[config.mk]
export PLATFORM = sky130hd
export DESIGN_NAME = serial_synth_cfg
export DESIGN_NICKNAME = d
export VERILOG_FILES = /design/src/rtl/serial_synth_cfg_pkg.sv /design/src/rtl/serial_synth_cfg_sync.sv /design/src/rtl/serial_synth_cfg_ctrl.sv /design/src/rtl/serial_synth_cfg_dp.sv /design/src/rtl/serial_synth_cfg.sv
export SDC_FILE = /design/constraint.sdc
export NUM_CORES = 1
export LEC_CHECK = 0
export BUFFER_PORTS_ARGS = -buffer_cell sky130_fd_sc_hd__buf_2
export CAP_MARGIN = 0
export CELL_PAD_IN_SITES_DETAIL_PLACEMENT = 1
export CELL_PAD_IN_SITES_GLOBAL_PLACEMENT = 1
export CORE_ASPECT_RATIO = 1.5
export CORE_MARGIN = 5
export CORE_UTILIZATION = 47
export CTS_CLUSTER_SIZE = 25
export DETAILED_ROUTE_END_ITERATION = 8
export PLACE_DENSITY_LB_ADDON = 0.1
export SLEW_MARGIN = 20
export SYNTH_ARGS = -nofsm -noshare
export SYNTH_HDL_FRONTEND = slang
export SYNTH_HIERARCHICAL = 1
export SYNTH_SLANG_ARGS = --single-unit
[constraint.sdc]
create_clock -name clk -period 2.7 [get_ports clk]
set_input_delay 0.405 -clock clk [delete_from_list [all_inputs] [get_ports clk]]
set_output_delay 0.405 -clock clk [all_outputs]
set_load 0.02 [all_outputs]
[src/rtl/serial_synth_cfg_pkg.sv]
package serial_synth_cfg_pkg;
  typedef struct packed {
    logic shiftEn;
    logic latchRef;
    logic latchDiv;
  } cfgStrobes_t;
endpackage

[src/rtl/serial_synth_cfg_sync.sv]
module serial_synth_cfg_sync #(
  parameter int WIDTH  = 3,
  parameter int STAGES = 2
) (
  input  logic             clk,
  input  logic             rstN,
  input  logic [WIDTH-1:0] asyncIn,
  output logic [WIDTH-1:0] syncOut
);
  logic [WIDTH-1:0] stage [STAGES];

  for (genvar s = 0; s < STAGES; s++) begin : g_stage
    if (s == 0) begin : g_first
      always_ff @(posedge clk or negedge rstN) begin
        if (!rstN) stage[0] <= '0;
        else       stage[0] <= asyncIn;
      end
    end else begin : g_next
      always_ff @(posedge clk or negedge rstN) begin
        if (!rstN) stage[s] <= '0;
        else       stage[s] <= stage[s-1];
      end
    end
  end

  assign syncOut = stage[STAGES-1];
endmodule

[src/rtl/serial_synth_cfg_ctrl.sv]
module serial_synth_cfg_ctrl
  import serial_synth_cfg_pkg::*;
(
  input  logic        clk,
  input  logic        rstN,
  input  logic        sclkSync,
  input  logic        leSync,
  input  logic        ctlBit,
  output cfgStrobes_t strobes
);
  logic sclkPrev;
  logic lePrev;
  logic leRise;

  always_ff @(posedge clk or negedge rstN) begin
    if (!rstN) begin
      sclkPrev <= 1'b0;
      lePrev   <= 1'b0;
    end else begin
      sclkPrev <= sclkSync;
      lePrev   <= leSync;
    end
  end

  assign leRise = leSync & ~lePrev;

  always_comb begin
    strobes          = '0;
    strobes.shiftEn  = sclkSync & ~sclkPrev;
    strobes.latchRef = leRise & ctlBit;
    strobes.latchDiv = leRise & ~ctlBit;
  end
endmodule

[src/rtl/serial_synth_cfg_dp.sv]
module serial_synth_cfg_dp
  import serial_synth_cfg_pkg::*;
#(
  parameter int REF_BITS   = 14,
  parameter int MAIN_BITS  = 11,
  parameter int SWAL_BITS  = 7,
  parameter int REF_MIN    = 8,
  parameter int MAIN_MIN   = 16,
  parameter int PRESC_W    = 8,
  parameter int PRESC_FAST = 64,
  parameter int PRESC_SLOW = 128
) (
  input  logic                 clk,
  input  logic                 rstN,
  input  logic                 dataSync,
  input  cfgStrobes_t          strobes,
  output logic                 ctlBit,
  output logic                 prescSel,
  output logic [PRESC_W-1:0]   prescDiv,
  output logic [REF_BITS-1:0]  refRatio,
  output logic [MAIN_BITS-1:0] mainCount,
  output logic [SWAL_BITS-1:0] swalCount,
  output logic                 refLoaded,
  output logic                 divLoaded,
  output logic                 errFlag
);
  localparam int SHIFT_W  = MAIN_BITS + SWAL_BITS + 1;
  localparam int SEL_POS  = REF_BITS + 1;
  localparam int MAIN_LSB = SWAL_BITS + 1;
  localparam logic [REF_BITS-1:0]  REF_MIN_V  = REF_BITS'(REF_MIN);
  localparam logic [MAIN_BITS-1:0] MAIN_MIN_V = MAIN_BITS'(MAIN_MIN);

  logic [SHIFT_W-1:0]   shiftReg;
  logic [REF_BITS-1:0]  newRef;
  logic [MAIN_BITS-1:0] newMain;
  logic [SWAL_BITS-1:0] newSwal;
  logic                 refBad;
  logic                 divBad;

  always_ff @(posedge clk or negedge rstN) begin
    if (!rstN)                shiftReg <= '0;
    else if (strobes.shiftEn) shiftReg <= {shiftReg[SHIFT_W-2:0], dataSync};
  end

  assign ctlBit  = shiftReg[0];
  assign newRef  = shiftReg[REF_BITS:1];
  assign newSwal = shiftReg[SWAL_BITS:1];
  assign newMain = shiftReg[SHIFT_W-1:MAIN_LSB];
  assign refBad  = newRef < REF_MIN_V;
  assign divBad  = (newMain < MAIN_MIN_V) || (MAIN_BITS'(newSwal) >= newMain);

  always_ff @(posedge clk or negedge rstN) begin
    if (!rstN) begin
      prescSel <= 1'b0;
      refRatio <= '0;
    end else if (strobes.latchRef) begin
      prescSel <= shiftReg[SEL_POS];
      refRatio <= newRef;
    end
  end

  always_ff @(posedge clk or negedge rstN) begin
    if (!rstN) begin
      mainCount <= '0;
      swalCount <= '0;
    end else if (strobes.latchDiv) begin
      mainCount <= newMain;
      swalCount <= newSwal;
    end
  end

  always_ff @(posedge clk or negedge rstN) begin
    if (!rstN) begin
      refLoaded <= 1'b0;
      divLoaded <= 1'b0;
      errFlag   <= 1'b0;
    end else begin
      refLoaded <= strobes.latchRef;
      divLoaded <= strobes.latchDiv;
      if ((strobes.latchRef && refBad) || (strobes.latchDiv && divBad))
        errFlag <= 1'b1;
    end
  end

  assign prescDiv = prescSel ? PRESC_W'(PRESC_FAST) : PRESC_W'(PRESC_SLOW);
endmodule

[src/rtl/serial_synth_cfg.sv]
module serial_synth_cfg
  import serial_synth_cfg_pkg::*;
#(
  parameter int REF_BITS    = 14,
  parameter int MAIN_BITS   = 11,
  parameter int SWAL_BITS   = 7,
  parameter int REF_MIN     = 8,
  parameter int MAIN_MIN    = 16,
  parameter int PRESC_W     = 8,
  parameter int PRESC_FAST  = 64,
  parameter int PRESC_SLOW  = 128,
  parameter int SYNC_STAGES = 2
) (
  input  logic                 clk,
  input  logic                 rstN,
  input  logic                 sclkPin,
  input  logic                 sdataPin,
  input  logic                 lePin,
  output logic                 prescSel,
  output logic [PRESC_W-1:0]   prescDiv,
  output logic [REF_BITS-1:0]  refRatio,
  output logic [MAIN_BITS-1:0] mainCount,
  output logic [SWAL_BITS-1:0] swalCount,
  output logic                 refLoaded,
  output logic                 divLoaded,
  output logic                 errFlag
);
  logic [2:0]  pinSync;
  logic        ctlBit;
  cfgStrobes_t strobes;

  serial_synth_cfg_sync #(.WIDTH(3), .STAGES(SYNC_STAGES)) u_sync (
    .clk     (clk),
    .rstN    (rstN),
    .asyncIn ({lePin, sdataPin, sclkPin}),
    .syncOut (pinSync)
  );

  serial_synth_cfg_ctrl u_ctrl (
    .clk      (clk),
    .rstN     (rstN),
    .sclkSync (pinSync[0]),
    .leSync   (pinSync[2]),
    .ctlBit   (ctlBit),
    .strobes  (strobes)
  );

  serial_synth_cfg_dp #(
    .REF_BITS(REF_BITS), .MAIN_BITS(MAIN_BITS), .SWAL_BITS(SWAL_BITS),
    .REF_MIN(REF_MIN), .MAIN_MIN(MAIN_MIN), .PRESC_W(PRESC_W),
    .PRESC_FAST(PRESC_FAST), .PRESC_SLOW(PRESC_SLOW)
  ) u_dp (
    .clk       (clk),
    .rstN      (rstN),
    .dataSync  (pinSync[1]),
    .strobes   (strobes),
    .ctlBit    (ctlBit),
    .prescSel  (prescSel),
    .prescDiv  (prescDiv),
    .refRatio  (refRatio),
    .mainCount (mainCount),
    .swalCount (swalCount),
    .refLoaded (refLoaded),
    .divLoaded (divLoaded),
    .errFlag   (errFlag)
  );
endmodule

==> results by group, run 1 <==
Run status
  • Outcome: complete, no violations

Global route
  • Number of global-route vias before repair: 1701
  • Initial antenna violation count: 0
  • GRT Util Overall: 16.7%
  • Pin count of the biggest net entering global routing: 33
  • First-pass GRT wire length: 8770 µm
  • Grt total ovfl: 0

Detailed routing
  • Routed Antenna Nets: 0
  • Remaining DRCs: 0
  • Drt pass-1 iters: 3
  • Initial detailed-routing violation count: 60
  • DR WL/cell: 17.8 µm
  • Routed vias: 1502
  • Via-per-instance ratio: 5.11
  • Drt total wl: 5240 µm

Logic synthesis
  • Area contributors post-synth: dfrtp_1 (63%), mux2_2 (20%), ha_1 (3.5%), buf_4 (3.0%), o21ai_0 (1.6%)
  • Main synth FF type: dfrtp_1
  • Seq cells post-synth: 63
  • Mapped Cells: 176
  • Mapped Area: 2520 µm²
  • Post-synth EDFFs: 0
  • Top-area cell type share of the netlist area: 62.6%
  • Sequential share of the synthesized area: 62.6%
  • Avg Cell Area, Syn: 14.3 µm²
  • Warnings from Yosys: 6
  • Post-synth ARST share: 100%
  • Library cells used by synthesis: 28
  • Area leader, netlist: dfrtp_1

STA
  • Final worst slack: 1.02 ns
  • Final Hold Vio Count: 0
  • Worst-Margin Slew: 0.853 ns
  • RSZ-0062 raised after global routing: no
  • Final Skew: 0.00437 ns
  • Final setup vio count: 0
  • Highest Clock Rate: 595 MHz
  • Final Max Tran Viols: 0
  • Period utilization: 62.3%
  • Post-layout min period: 1.68 ns
  • Setup TNS: 0 ns
  • Rel. slew slack: 42.8%

Clocking
  • Maximum clock insertion buffer count: 2
  • Worst skew pair latency: 0.34 ns
  • Postcts setup bufs: 0
  • Hold-fix buffers at CTS: 0
  • CTS tree: done
  • H-tree depth: 3
  • CTS buffer count: 9
  • Clock sink count: 63
  • Clock-pin slew on the worst setup and hold paths: 0.07 ns
  • # resized after CTS: 0
  • CTS Root Cell: clkbuf_8

Power and ir drop
  • Net Switching: 1.09 mW
  • Clock Power Share: 29.8%
  • Switch share: 32.8%
  • Int Power: 2.24 mW
  • Seq pwr share: 42.4%
  • IR drop worst, VDD: 0.000718 V
  • Pleak: 1.52 nW
  • Pwr dens: 1110 nW/µm²
  • Logic pwr share: 27.9%

Place
  • Setup WS pre-CTS: 1.01 ns
  • DP Area: 2770 µm²
  • Inst Count DP: 278
  • RePlAce Congestion: 0.768
  • Number of I/O port buffers: 42
  • Dpl hpwl: 3640 µm

Worst setup path
  • Crit path launch type: register
  • Critical path type: reg -> reg
  • Worst R2R End: u_dp/mainCount[2]
  • Worst R2R Setup Slack: 1.02 ns
  • Worst Path Arrival: 1.90 ns
  • CP required: 2.92 ns
  • Critical Path End Type: register
  • R2R depth: 3
  • Critical R2R Launch: u_dp/shiftReg[0]
  • Critical path peak fanout: 14

Die
  • Die Y: 99.7 µm
  • Die ar.: 6950 µm²
  • Die width: 69.8 µm
  • I/O pins: 49
  • Starting Density: 48.8%
  • Placeable Area: 5160 µm²
  • Core Rows: 32

Finish
  • Area grow syn2layout: 19.7%
  • ANT cells: 0
  • Non-Filler Cell Area, Final: 3010 µm²
  • Non-Filler Instances: 294
  • Net total in the final layout: 233
  • Fill count: 529
  • Layout cells sized above 1: 48.2%

Min path
  • Worst min-delay path class: in -> async

Flow run
  • Max Cap Viol: 0
-- sequential cells by signal, indices dropped and copies added (netlist names) --
signal           count
u_ctrl/sclkPrev      1
u_ctrl/lePrev        1
u_dp/shiftReg       19
u_dp/swalCount       7
u_dp/refRatio       14
u_dp/refLoaded       1
u_dp/prescSel        1
u_dp/divLoaded       1
u_sync/syncOut       3
u_dp/errFlag         1
u_dp/mainCount      11
u_sync/stage         3
-- metrics by stage --
| stage | power, mW | hold WS (ns) | utilization, % |
|---|---|---|---|
| floorplan | 2.00 | 0.109 | - |
| global placement | 2.30 | 0.334 | 53.6 |
| detailed placement | 2.37 | 0.337 | 53.6 |
| CTS | 3.38 | 0.138 | 58.4 |
| global route | 3.52 | 0.143 | 58.4 |
| finish | 3.33 | 0.130 | 58.4 |
-- synthesized netlist by cell type (2+ instances only) --
master / n
buf_2: 5
buf_4: 10
dfrtp_1: 63
ha_1: 7
inv_1: 8
mux2_2: 44
nand2_1: 9
nand4_1: 2
nor3_1: 2
o21ai_0: 8
-- critical path, stage by stage (launching register included) --
cell and delay [ns]:
dfrtp_1 0.42, nor3b_4 0.43, buf_4 0.33, mux2_2 0.37
-- per-layer routing --
| metal | share of wire [%] | GRT usage [%] | vias to the layer above | routed length [µm] |
|---|---|---|---|---|
| li1 | - | - | 683 | - |
| met1 | 38 | 17.8 | 777 | 2010 |
| met2 | 55 | 29.3 | 36 | 2910 |
| met3 | 4.7 | 4.35 | 6 | 245 |
| met4 | 1.5 | 9.73 | 0 | 80 |
| met5 | 0 | 0 | - | 0 |
-- final cells by class --
cell class | count | area [µm²] | area share, %
Multi-Input combinational cell | 93 | 825 | 27.4
Timing Repair Buffer | 46 | 253 | 8.39
Tap cell | 68 | 85.1 | 2.82
Sequential cell | 63 | 1580 | 52.3
Inverter | 8 | 30.0 | 0.996
Clock buffer | 10 | 138 | 4.57
Clock inverter | 6 | 108 | 3.57
-- logic make-up (layout without fill, tap and decap cells) --
group,Yosys count,after routing,share of synthesized area [%]
other cells,1,6,0.149
buf+inv,25,70,5.76
mux,44,44,19.7
flops,63,63,62.6
fa+ha+maj,7,7,3.48
simple gates,22,22,4.92
compound gates,14,14,3.43
-- power by group through the flow --
stage          combinational, mW  sequential, mW  clock [mW]
6_report                   0.929            1.41       0.992
5_1_grt                     1.01            1.45        1.06
4_1_cts                    0.947            1.42        1.02
3_5_place_dp               0.937            1.43           0
3_3_place_gp               0.889            1.41           0
2_1_floorplan              0.421            1.58           0
-- layout by cell type, fill, tap and decap left out, types with 2 or more instances in the layout --
| master | count |
|---|---|
| nor3_1 | 2 |
| clkbuf_8 | 10 |
| mux2_2 | 44 |
| ha_1 | 7 |
| buf_2 | 42 |
| dfrtp_1 | 63 |
| bufinv_16 | 3 |
| clkinv_2 | 2 |
| o21ai_0 | 8 |
| nand4_1 | 2 |
| conb_1 | 6 |
| buf_4 | 3 |
| inv_1 | 8 |
| nand2_1 | 9 |
-- how the worst max path moves through the flow --
stage                         to              start  slack [ns]
6_report       u_dp/mainCount[2]   u_dp/shiftReg[0]        1.02
5_1_grt             u_dp/errFlag      u_ctrl/lePrev        0.86
4_1_cts        u_dp/mainCount[2]   u_dp/shiftReg[0]         1.0
3_5_place_dp   u_dp/mainCount[2]   u_dp/shiftReg[0]        1.01
3_3_place_gp   u_dp/swalCount[4]   u_dp/shiftReg[0]        1.04
2_1_floorplan       u_dp/errFlag  u_sync/syncOut[2]        1.23
(Power assumes the default switching activity.)
==> inputs of run 2 (changes only) <==
--- a/config.mk
+++ b/config.mk
@@ -11,7 +11,7 @@
 export CELL_PAD_IN_SITES_GLOBAL_PLACEMENT = 1
 export CORE_ASPECT_RATIO = 1.5
 export CORE_MARGIN = 5
-export CORE_UTILIZATION = 47
+export CORE_UTILIZATION = 44
 export CTS_CLUSTER_SIZE = 25
 export DETAILED_ROUTE_END_ITERATION = 8
 export PLACE_DENSITY_LB_ADDON = 0.1
==> constraint.sdc (replaced) <==
create_clock -name clk -period 1.6 [get_ports clk]
set_input_delay 0.24 -clock clk [delete_from_list [all_inputs] [get_ports clk]]
set_output_delay 0.24 -clock clk [all_outputs]
set_load 0.02 [all_outputs]
==> run 2 against run 1 <==
Against the previous run: clock-buffer cell count is 3 higher; maximum frequency rose by 12%; global-route usage fell by 1.8 points; non-clock buffer count is 10 higher; combinational power is 83% higher; highest routed layer unchanged; flip-flop and latch count unchanged; largest cell class unchanged; clock skew grew 0.0019 ns; cell count increased by 3.4%; routed wire length decreased by 7.2%; critical path depth up 2; sequential share of layout area fell by 0.60 points.
==> results by group, run 2 (synthesis gave the netlist of run 1 again) <==
Worst setup path
  • Critical Path End Type: register
  • Crit path max-delay family: compound AO/OA/AOI/OAI gates
  • Worst Path Arrival: 1.69 ns
  • Critical R2R Launch: u_dp/shiftReg[13]
  • Highest-delay cell along the critical path: dfrtp_1
  • Critical Path, Cell by Cell: inv_1 > ha_1 > a211o_1 > a311oi_2 > o21ai_1
  • R2R depth: 5
  • Worst R2R Setup Slack: 0.10 ns
  • Worst R2R End: u_dp/errFlag
  • Crit path launch type: register
  • Buf/Inv on CP: 1
  • Critical path peak fanout: 5
  • CP peak stage delay: 0.40 ns
  • CP required: 1.79 ns
  • Critical path type: reg -> reg

Global route
  • First-pass GRT wire length: 8280 µm
  • GRT Util Overall: 14.8%
  • Pin count of the biggest net entering global routing: 64
  • Initial antenna violation count: 0
  • Number of global-route vias before repair: 1673
  • Grt total ovfl: 0

Clocking
  • Maximum clock insertion buffer count: 2
  • Clock-pin slew on the worst setup and hold paths: 0.06 ns
  • Clock sink count: 63
  • CTS buffer count: 9
  • H-tree depth: 3
  • CTS tree: done
  • CTS Root Cell: clkbuf_8
  • Worst skew pair latency: 0.32 ns

STA
  • RSZ-0062 raised after global routing: no
  • Setup TNS: 0 ns
  • Final Skew: 0.00627 ns
  • Final Max Tran Viols: 0
  • Highest Clock Rate: 669 MHz
  • Worst-Margin Slew: 0.507 ns
  • Final setup vio count: 0
  • Final Hold Vio Count: 0
  • Rel. slew slack: 65.9%
  • Post-layout min period: 1.50 ns
  • Period utilization: 93.5%

Finish
  • Layout cells sized above 1: 48.7%
  • ANT cells: 0
  • Net total in the final layout: 243
  • Commonest non-fill, non-tap cell in the layout: dfrtp_1
  • Largest regs: u_dp/shiftReg: 19 flops, u_dp/refRatio: 14 flops, u_dp/mainCount: 11 flops
  • Non-Filler Instances: 304
  • Sequential cell area: 1580 µm²
  • Most flops, register: u_dp/shiftReg
  • Commonest non-fill, non-tap cells in the layout: dfrtp_1 (63), mux2_2 (44), buf_2 (42)
  • Area of the multi-input gates: 843 µm²
  • Fill count: 594
  • Max reg flops: 19
  • Area grow syn2layout: 21.1%

Min path
  • Worst min-delay path class: in -> reg
  • Hold_sp: sclkPin
  • Hold Path Depth: 1
  • WHS Endpoint: u_sync/stage[3]

Die
  • Starting Density: 45.5%
  • Core Rows: 33
  • Placeable Area: 5530 µm²
  • Die width: 71.8 µm
  • Die Y: 103 µm
  • Die ar.: 7370 µm²
  • I/O pins: 49

Detailed routing
  • Remaining DRCs: 0
  • Routed vias: 1546
  • Via-per-instance ratio: 5.09
  • DR WL/cell: 16.0 µm
  • Drt pass-1 iters: 4
  • Drt total wl: 4870 µm
  • Initial detailed-routing violation count: 56
  • Routed Antenna Nets: 0

Run status
  • Outcome: complete, no violations

Power and ir drop
  • Pwr dens: 1700 nW/µm²
  • Pleak: 1.54 nW
  • IR drop worst, VDD: 0.000969 V
  • Total Power: 5.18 mW

Place
  • Dpl hpwl: 3430 µm
  • RePlAce Congestion: 0.748
  • Number of I/O port buffers: 42
  • Inst Count DP: 287

Flow run
  • Max Cap Viol: 0
## run 2: cell count changes in the layout (fill, tap and decap cells not counted), sizes merged
cell and delta:
bufinv -3, clkinvlp -1, buf +7, clkbuf +3, clkinv -1, dlygate4sd3 +3
## run 2: what timing repair did
action / in CTS / in global routing
hold buffers: 2 / 1
endpoints found under the hold margin: 64 / 1
endpoints found under the setup margin: 0 / 1
setup buffers: 0 / 0
gates resized for setup: 0 / 2
## run 2: per-stage QoR
step / utilization (%) / setup WS (ns) / instance area, µm² / hold slack [ns]
detailed placement: 51.3 / 0.120 / 2840 / 0.276
CTS: 54.6 / 0.0950 / 3020 / 0.000535
global route: 55.1 / 0.0684 / 3050 / 0.0112
global placement: 51.3 / 0.179 / 2840 / 0.269
floorplan: - / 0.134 / 2540 / -0.0556
finish: 55.1 / 0.104 / 3050 / 0.0239
## run 2: worst max path at each step
stage,from,to,slack [ns],cells after the start
floorplan,u_sync/syncOut[2],u_dp/errFlag,0.13,7
global placement,u_dp/shiftReg[7],u_dp/errFlag,0.18,4
detailed placement,u_dp/shiftReg[7],u_dp/errFlag,0.12,4
CTS,u_dp/shiftReg[7],u_dp/errFlag,0.09,4
global route,u_dp/shiftReg[14],u_dp/errFlag,0.07,5
finish,u_dp/shiftReg[13],u_dp/errFlag,0.10,5
## run 2: cell type report
cell class / instances / share of cell area, %
Clock buffer: 13 / 5.21
Clock inverter: 1 / 0.164
Inverter: 8 / 0.985
Multi-Input combinational cell: 93 / 27.7
Sequential cell: 63 / 51.7
Tap cell: 70 / 2.87
Timing Repair Buffer: 56 / 11.4
## run 2: power breakdown
part           total (mW)  internal (mW)  leakage [nW]  switching (mW)
registers            2.32           2.02         0.812           0.300
logic                1.70          0.772         0.641           0.926
clock network        1.16          0.628        0.0854           0.528
## run 2: metal layers
layer / track usage (%) / vias to the layer above / part of all wire, %
met2: 25.1 / 32 / 55
met1: 17.1 / 806 / 40
li1: - / 706 / -
met3: 4.29 / 2 / 4.2
met5: 0 / - / 0
met4: 7.09 / 0 / 0.43
## run 2: worst reg2reg max path, delay by kind of cell, from the launching register on
kind	cells	cell delay, ns
buffers and inverters	1	0.09
DFF	1	0.40
adders and majority gates	1	0.19
AOI/OAI and AO/OA	3	0.69
